[src/rtl/pll_lock_pkg.sv]
// Shared definitions for the PLL lock timer: register addresses and
// startup mode codes. Assumes a one-bit register address space.
package pll_lock_pkg;

    localparam logic REG_CFG = 1'b0;
    localparam logic REG_IRQ = 1'b1;

    typedef enum logic [1:0] {
        MODE_FAST   = 2'd0,
        MODE_RSVD1  = 2'd1,
        MODE_NORMAL = 2'd2,
        MODE_RSVD3  = 2'd3
    } pll_mode_e;

endpackage

[src/rtl/pll_tick_sync.sv]
// Brings the asynchronous slow clock into the bus clock domain and emits a
// one-cycle tick for each rising edge. Assumes the slow clock is far slower
// than the bus clock (several bus cycles per level). SYNC_STAGES >= 2.
module pll_tick_sync #(
    parameter int SYNC_STAGES = 2
) (
    input  logic clk,
    input  logic rst_n,
    input  logic slow_clk,
    output logic tick
);

    logic [SYNC_STAGES:0] sync_q;

    // Shift the slow clock level through the synchroniser and edge stage.
    always_ff @(posedge clk) begin
        if (!rst_n) begin
            sync_q <= '0;
        end else begin
            sync_q <= {sync_q[SYNC_STAGES-1:0], slow_clk};
        end
    end

    // Rising edge of the synchronised level.
    assign tick = sync_q[SYNC_STAGES-1] & ~sync_q[SYNC_STAGES];

endmodule

[src/rtl/pll_cfg_regs.sv]
// Configuration and interrupt-enable storage. Decodes writes and decides
// when the lock countdown must stop (multiplier zero) or restart
// (reconfiguration, or any write during a countdown). Forces normal startup
// mode whenever the PLL is shut down.
module pll_cfg_regs
    import pll_lock_pkg::*;
#(
    parameter int DATA_W = 32,
    parameter int CNT_W  = 8,
    parameter int MULT_W = 11
) (
    input  logic              clk,
    input  logic              rst_n,
    input  logic              wr_en,
    input  logic              wr_addr,
    input  logic [DATA_W-1:0] wr_data,
    input  logic              counting,
    output logic [MULT_W-1:0] mult_q,
    output logic [1:0]        mode_q,
    output logic [CNT_W-1:0]  cnt_q,
    output logic              ie_q,
    output logic              restart,
    output logic              stop,
    output logic [CNT_W-1:0]  load_val
);

    localparam int CFG_W = CNT_W + 2 + MULT_W;

    logic [CNT_W-1:0]  new_cnt;
    logic [1:0]        new_mode;
    logic [MULT_W-1:0] new_mult;
    logic              cfg_wr;
    logic              differs;
    logic              unused_hi;

    assign new_cnt   = wr_data[CNT_W-1:0];
    assign new_mode  = wr_data[CNT_W +: 2];
    assign new_mult  = wr_data[CNT_W+2 +: MULT_W];
    assign unused_hi = ^wr_data[DATA_W-1:CFG_W];

    // Decode the configuration write and the countdown control pulses.
    always_comb begin
        cfg_wr   = wr_en && (wr_addr == REG_CFG);
        differs  = {new_mult, new_mode, new_cnt} != {mult_q, mode_q, cnt_q};
        stop     = cfg_wr && (new_mult == '0);
        restart  = cfg_wr && (new_mult != '0) && (differs || counting);
        load_val = (new_mode == MODE_FAST) ? CNT_W'(1) : new_cnt;
    end

    // Store the configuration fields; shutdown forces normal mode.
    always_ff @(posedge clk) begin
        if (!rst_n) begin
            mult_q <= '0;
            mode_q <= MODE_NORMAL;
            cnt_q  <= '0;
        end else if (cfg_wr) begin
            mult_q <= new_mult;
            mode_q <= (new_mult == '0) ? MODE_NORMAL : new_mode;
            cnt_q  <= new_cnt;
        end
    end

    // Store the interrupt enable bit.
    always_ff @(posedge clk) begin
        if (!rst_n) begin
            ie_q <= 1'b0;
        end else if (wr_en && (wr_addr == REG_IRQ)) begin
            ie_q <= wr_data[0];
        end
    end

endmodule

[src/rtl/pll_lock_counter.sv]
// Lock countdown. A restart loads the count and clears lock; each tick
// decrements it; reaching zero sets lock. A loaded zero behaves as one.
// Stop has priority over restart, restart over tick.
module pll_lock_counter #(
    parameter int CNT_W = 8
) (
    input  logic             clk,
    input  logic             rst_n,
    input  logic             restart,
    input  logic             stop,
    input  logic             tick,
    input  logic [CNT_W-1:0] load_val,
    output logic             lock_q,
    output logic             busy_q
);

    logic [CNT_W-1:0] remain_q;

    // Run the countdown and raise the lock flag at its end.
    always_ff @(posedge clk) begin
        if (!rst_n) begin
            remain_q <= '0;
            busy_q   <= 1'b0;
            lock_q   <= 1'b0;
        end else if (stop) begin
            remain_q <= '0;
            busy_q   <= 1'b0;
            lock_q   <= 1'b0;
        end else if (restart) begin
            remain_q <= load_val;
            busy_q   <= 1'b1;
            lock_q   <= 1'b0;
        end else if (busy_q && tick) begin
            if (remain_q <= CNT_W'(1)) begin
                remain_q <= '0;
                busy_q   <= 1'b0;
                lock_q   <= 1'b1;
            end else begin
                remain_q <= remain_q - 1'b1;
            end
        end
    end

endmodule

[src/rtl/pll_lock_ctrl.sv]
// PLL lock timer and control top. Holds the PLL settings, drives the PLL
// enable and parameters, and declares lock after a programmable number of
// slow clock rising edges. Assumes CNT_W + 2 + MULT_W < DATA_W.
module pll_lock_ctrl
    import pll_lock_pkg::*;
#(
    parameter int DATA_W      = 32,
    parameter int CNT_W       = 8,
    parameter int MULT_W      = 11,
    parameter int SYNC_STAGES = 2
) (
    input  logic              clk,
    input  logic              rst_n,
    input  logic              slow_clk,
    input  logic              wr_en,
    input  logic              wr_addr,
    input  logic [DATA_W-1:0] wr_data,
    input  logic              rd_addr,
    output logic [DATA_W-1:0] rd_data,
    output logic              pll_en,
    output logic [MULT_W-1:0] pll_mult,
    output logic [1:0]        pll_mode,
    output logic              lock,
    output logic              lock_irq
);

    localparam int CFG_W = CNT_W + 2 + MULT_W;

    logic              tick;
    logic              restart;
    logic              stop;
    logic              busy;
    logic              ie;
    logic [CNT_W-1:0]  cnt;
    logic [CNT_W-1:0]  load_val;

    pll_tick_sync #(.SYNC_STAGES(SYNC_STAGES)) u_sync (
        .clk      (clk),
        .rst_n    (rst_n),
        .slow_clk (slow_clk),
        .tick     (tick)
    );

    pll_cfg_regs #(.DATA_W(DATA_W), .CNT_W(CNT_W), .MULT_W(MULT_W)) u_regs (
        .clk      (clk),
        .rst_n    (rst_n),
        .wr_en    (wr_en),
        .wr_addr  (wr_addr),
        .wr_data  (wr_data),
        .counting (busy),
        .mult_q   (pll_mult),
        .mode_q   (pll_mode),
        .cnt_q    (cnt),
        .ie_q     (ie),
        .restart  (restart),
        .stop     (stop),
        .load_val (load_val)
    );

    pll_lock_counter #(.CNT_W(CNT_W)) u_cnt (
        .clk      (clk),
        .rst_n    (rst_n),
        .restart  (restart),
        .stop     (stop),
        .tick     (tick),
        .load_val (load_val),
        .lock_q   (lock),
        .busy_q   (busy)
    );

    assign pll_en   = (pll_mult != '0);
    assign lock_irq = lock & ie;

    // Return the addressed register contents.
    always_comb begin
        if (rd_addr == REG_CFG) begin
            rd_data = DATA_W'({pll_mult, pll_mode, cnt});
        end else begin
            rd_data = DATA_W'({lock, ie});
        end
    end

endmodule

[config.mk]
export PLATFORM = sky130hd
export DESIGN_NAME = pll_lock_ctrl
export DESIGN_NICKNAME = d
export VERILOG_FILES = /design/src/rtl/pll_lock_pkg.sv /design/src/rtl/pll_tick_sync.sv /design/src/rtl/pll_cfg_regs.sv /design/src/rtl/pll_lock_counter.sv /design/src/rtl/pll_lock_ctrl.sv
export SDC_FILE = /design/constraint.sdc
export NUM_CORES = 1
export LEC_CHECK = 0
export ABC_AREA = 1
export CAP_MARGIN = 20
export CORE_MARGIN = 1.5
export CORE_UTILIZATION = 45
export CTS_CLUSTER_SIZE = 20
export DETAILED_ROUTE_END_ITERATION = 6
export PLACE_DENSITY = 0.84
export SLEW_MARGIN = 20
export SYNTH_ARGS = -nofsm -noshare
export SYNTH_HDL_FRONTEND = slang
export SYNTH_HIERARCHICAL = 1
export SYNTH_SLANG_ARGS = --single-unit
export TNS_END_PERCENT = 5
[constraint.sdc]
create_clock -name clk -period 1.7 [get_ports clk]
set_input_delay 0.255 -clock clk [delete_from_list [all_inputs] [get_ports clk]]
set_output_delay 0.255 -clock clk [all_outputs]
set_load 0.01 [all_outputs]
Word-level counts from Yosys, hierarchy flattened
Index checks and enable logic that the tools add are counted.

Add/sub/neg operators: 1. $mul: 0. Div/mod/pow operators: 0. $lt $le $gt $ge: 1. Equal/unequal tests: 1. Shift-type cells: 0. Mux-type cells: 9. Bitwise logic cells: 5. Reduce and logical (&&, ||, !) cells: 17.

Operator list (number): $mux 8 (4); $reduce_bool 11->1 (2); $mux 21 (1); $ne 21x21->1 (1); $logic_not 11->1 (1); $le 8x1->1 const B (1); $sub 8x1->8 const B (1); $logic_and 1x1->1 (6); $reduce_and 2->1 (2); $reduce_bool 2->1 (2); $mux 1 (3); $not 1->1 (3); $reduce_or 3->1 (1); $and 1x1->1 (2); $logic_not 2->1 (1); $mux 2 (1); $reduce_or 2->1 (1); $logic_or 1x1->1 (1).

Register bits: 35. Bits in latches: 0. Memory bits (writable): 0. Memory bits (read-only): 0. Logic and storage cells: 42. Memories: 0.

Longest topological paths before layout
Word-level depth: 6. Gate-level depth with buffers: 15. Depth with buffers taken out: 14.

Cells and area by module
Netlist, hierarchy kept.

By module, submodules not included: pll_cfg_regs (times used 1, cells an instance 216, area an instance 1282.5 um^2, sequential area each 440.4 um^2); pll_lock_counter (times used 1, cells an instance 108, area an instance 680.7 um^2, sequential area each 200.2 um^2); pll_lock_ctrl (times used 1, cells an instance 70, area an instance 317.8 um^2, sequential area each 0.0 um^2); pll_tick_sync (times used 1, cells an instance 11, area an instance 92.6 um^2, sequential area each 60.1 um^2).

Worst setup path after synthesis
OpenSTA, ideal clock, no wires.

Path kind: flip-flop to flip-flop. From: reg u_regs.mult_q[6]. To: reg u_cnt.remain_q[7]. Setup time: 0.072 ns. Arrival time: 1.530 ns. Required time: 1.628 ns. Path slack: 0.098 ns. Stages on the path, launching flop included: 16. Path buffers: 1. Clock period less this slack: 1.602 ns. Path through: dfxtp_1 inv_1 nand2_1 nand2_1 nor2_1 nand2_1 nor2_1 nand3_1 nand2_1 inv_1 inv_1 nand2_1 buf_2 o21ai_0 inv_1 a21oi_1.

Cells in the longest elaborated chain, start to end: 4. Elaborated cells between the ends (all ways): 5. Those cells by class: 1 x eq/ne; 1 x mux; 3 x reduce/logical.

Ends and longest elaborated chain: start: declaration (RTL line pll_cfg_regs.sv:18) `output logic [MULT_W-1:0] mult_q,`; start signal: assignment (RTL line pll_cfg_regs.sv:57) `mult_q <= new_mult;`; $ne 21x21->1 (*) (RTL line pll_cfg_regs.sv:44) `differs = {new_mult, new_mode, new_cnt} != {mult_q, mode_q, cnt_q};`; $logic_or 1x1->1 (*) (RTL line pll_cfg_regs.sv:46) `restart = cfg_wr && (new_mult != '0) && (differs || counting);`; $logic_and 1x1->1 (*) (RTL line pll_cfg_regs.sv:46); via restart (RTL line pll_lock_ctrl.sv:30) `logic restart;`; $mux 8 or $reduce_bool 2->1 (tied branches); end signal: assignment (RTL line pll_lock_counter.sv:30) `remain_q <= load_val;`; end signal: assignment (RTL line pll_lock_counter.sv:39) `remain_q <= remain_q - 1'b1;`; end: declaration (RTL line pll_lock_counter.sv:17) `logic [CNT_W-1:0] remain_q;`.

The timed path passes the listed nets; every way through them passes the cells marked *. A chain may end at the register's enable or synchronous reset.

Worst setup path in the final report
From: reg u_regs.cnt_q[5]. To: reg u_cnt.remain_q[7].

Cells in the longest elaborated chain, start to end: 4. Elaborated cells between the ends (all ways): 5. Those cells by class: 1 x eq/ne; 1 x mux; 3 x reduce/logical.

Ends and longest elaborated chain: start: declaration (RTL line pll_cfg_regs.sv:20) `output logic [CNT_W-1:0] cnt_q,`; start signal: assignment (RTL line pll_cfg_regs.sv:59) `cnt_q <= new_cnt;`; $ne 21x21->1 (*) (RTL line pll_cfg_regs.sv:44); $logic_or 1x1->1 (*) (RTL line pll_cfg_regs.sv:46); $logic_and 1x1->1 (*) (RTL line pll_cfg_regs.sv:46); via restart (RTL line pll_lock_ctrl.sv:30); $mux 8 or $reduce_bool 2->1 (tied branches).

Marked as above.

==> flow_metrics.tcl <==
set metrics [dict create \
    setup_viol 1 \
    swShare_pct 32.6 \
    utilization_pct 72.3 \
    grt_pass1_vias 2471 \
    power_density_nw_per_um2 641 \
    grt_overflow 0 \
    synth-seq-cells 35 \
    syn2layout_area_growth_pct 55.6 \
    grt_pass1_wl_mm 10.7 \
    synth.distinct_cells 25 \
    final_cell_area_sq_um 3690 \
    rsz0062_at_grt "yes" \
    synth_edf_count 0 \
    gp_congestion 0.831 \
    yosys_warnings 6 \
    synthMuxAreaShare_pct 0 \
    portBuffers 63 \
    antenna_found_initial 0 \
    yosys.area_share.simple_pct 34.1 \
    die_area_sq_um 5720 \
    n_fill_cell 421 \
    drv_slew 0 \
    critical_path_class "reg -> reg" \
    cts-root-buf "clkbuf_8" \
    dp_slack_ns -0.488 \
    p_total_mw 2.37 \
    vias 2846 \
    diodes 0 \
    p_sw_mw 0.771 \
    clk_pin_slew_ns 0.07 \
    placedCellCount 588 \
    cts_tree "done" \
    fmax_ghz 0.580 \
    via_per_inst 4.77 \
    period_share_pct 101 \
    placed_area_sq_um 3430 \
    ant_nets 0 \
    synth_top_flop_cell "dfxtp_1" \
    wl_per_cell_microns 11.9 \
    numCtsBuffers 5 \
    start_kind "flip-flop" \
    end_kind "flip-flop" \
    die_h_microns 75.6 \
    grt_usage_pct 24.7 \
    violations "negative setup slack" \
    power_frac_seq_pct 39.0 \
    timing.max_cap.violations 0 \
    grt_max_degree 39 \
    fin_crit_ns 1.72 \
    num_rows 26 \
    setup_tns_ns -0.0244 \
    syn-instance-count 405 \
    hold_slack_ns 0.265 \
    htree_levels 2 \
    dr.pass1.iters 4 \
    layout_setup_ws_ns -0.0244 \
    finalWirelength_mm 7.13 \
    combPwrFrac_pct 31.6 \
    outcome "complete, but fails checks" \
    clock_sinks 35 \
    clock_latency_ns 0.31 \
    required_ns 1.93 \
    fin_cells 597 \
    ys_seq_area_share_pct 29.5 \
    initial_utilization_pct 46.5 \
    dr.first_iter.drc_count 245 \
    synth_fa_ha_area_share_pct 1.05 \
    cts-hold-fix-buffers 0 \
    min_path_type "in -> reg" \
    core_sq_um 5110 \
    synth.avg_cell_area_sq_um 5.86 \
    drc 0 \
    irDropWorstVdd_mv 0.406 \
    leakage_nw 2.12 \
    fin_nets 566 \
    synthArstFlopShare_pct 0 \
    synth_top_family_by_area "simple AND/OR/NAND/NOR gates" \
    clock_power_share_pct 29.4 \
    dp_hpwl_mm 5.15 \
    netlist_area_sq_um 2370 \
    synthXorXnorAreaFrac_pct 1.11 \
    p_int_mw 1.60 \
    layout-drive-gt1-share_pct 23.9 \
    finalHoldViolations 0 \
    die_w_microns 75.6 \
    pin_count 86 \
    finClkSkew_ns 0.0130 \
    synth_compound_area_share_pct 13.6 \
    cp.arrival_ns 1.96 \
    max-clock-path-buffers 2 \
    cp_max_fo 3 \
]
==> layout make-up <==
type / instances / area, sq um / share of cell area, %
multi-input cells: 271 / 1300 / 35.2
repair buffers: 125 / 1150 / 31.3
flip-flops and latches: 35 / 719 / 19.5
inverters: 88 / 330 / 8.95
clock buffers: 8 / 100 / 2.71
well taps: 70 / 87.6 / 2.37
==> power by group through the flow <==
stage | registers [mW] | clock network, mW | logic, mW
2_1_floorplan | 0.942 | 0 | 0.385
3_3_place_gp | 0.932 | 0 | 0.698
5_1_grt | 0.929 | 0.732 | 0.825
3_5_place_dp | 0.934 | 0 | 0.715
6_report | 0.923 | 0.696 | 0.748
4_1_cts | 0.916 | 0.699 | 0.714
==> worst max-delay path, stage by stage (launching register included) <==
cell and delay (ns):
dfxtp_2 0.33, buf_6 0.11, nand2_1 0.05, nand2_1 0.05, nor2_1 0.10, nand2_1 0.10
nor2_1 0.10, nand3_1 0.08, nand2_1 0.08, inv_2 0.04, inv_2 0.07, buf_6 0.11
nand2_4 0.06, nor2_4 0.16, nand3_2 0.09, a21oi_2 0.14
==> path summary, 6_finish.rpt <==
| path | from | end | slack, ns | depth (start not counted) |
|---|---|---|---|---|
| min reg2reg | u_sync/sync_q[0] | u_sync/sync_q[1] | 0.41 | 2 |
| max | u_regs/cnt_q[5] | u_cnt/remain_q[7] | -0.02 | 15 |
| max reg2reg | u_regs/cnt_q[5] | u_cnt/remain_q[7] | -0.02 | 15 |
| min | wr_data[17] | u_regs/mult_q[7] | 0.26 | 3 |
==> synthesized netlist by cell type, types with 3 or more instances <==
library cell	instances	area share, %
inv_1	86	14
nand3_1	16	3.4
buf_6	3	1.4
nand4_1	3	0.79
nor3_2	3	1.3
buf_4	14	4.4
a21oi_1	29	6.1
o21ai_0	29	6.1
nor2_4	3	1.4
nor2_1	55	8.7
nor2_2	4	1.1
nand2_1	107	17
dfxtp_1	35	30
==> flip-flops by register name (all words and copies together), names as in the netlist <==
signal          cells
u_cnt/busy_q        1
u_regs/mode_q       2
u_cnt/lock_q        1
u_regs/cnt_q        8
u_regs/ie_q         1
u_sync/sync_q       3
u_cnt/remain_q      8
u_regs/mult_q      11
==> cell usage in the layout, fill, tap and decap left out, types with 4 or more instances in the layout <==
cell type,count
nand2_1,100
inv_1,80
buf_4,59
nor2_1,49
clkdlybuf4s50_1,26
a21oi_1,26
dlymetal6s2s_1,25
o21ai_0,24
dfxtp_1,20
dfxtp_2,15
nand3_1,14
dlygate4sd2_1,12
conb_1,11
nor2_2,9
inv_2,8
clkbuf_8,7
nand2_2,6
a21oi_2,5
nor2_4,4
o21ai_1,4
==> kinds of logic (layout without fill, tap and decap cells) <==
kind of cell    Yosys count  count (layout)
compound gates           62              62
xor+xnor                  3               3
fa+ha+maj                 2               2
buf+inv                 109             221
flops                    35              35
other cells               1              11
simple gates            193             193
==> what timing repair did <==
item	in CTS	in global routing
setup buffers	0	1
pin swaps	2	20
hold endpoints to repair	0	0
endpoints found under the setup margin	30	21
resized for setup	19	70
==> routing by layer <==
| metal | GRT usage, % | up-vias | routed length, microns | part of all wire (%) |
|---|---|---|---|---|
| li1 | - | 1432 | - | - |
| met1 | 30.3 | 1312 | 3030 | 43 |
| met2 | 43.7 | 91 | 3650 | 51 |
| met3 | 3.44 | 11 | 320 | 4.5 |
| met4 | 9.33 | 0 | 129 | 1.8 |
| met5 | 0 | - | 0 | 0 |
(Power assumes the default switching activity.)
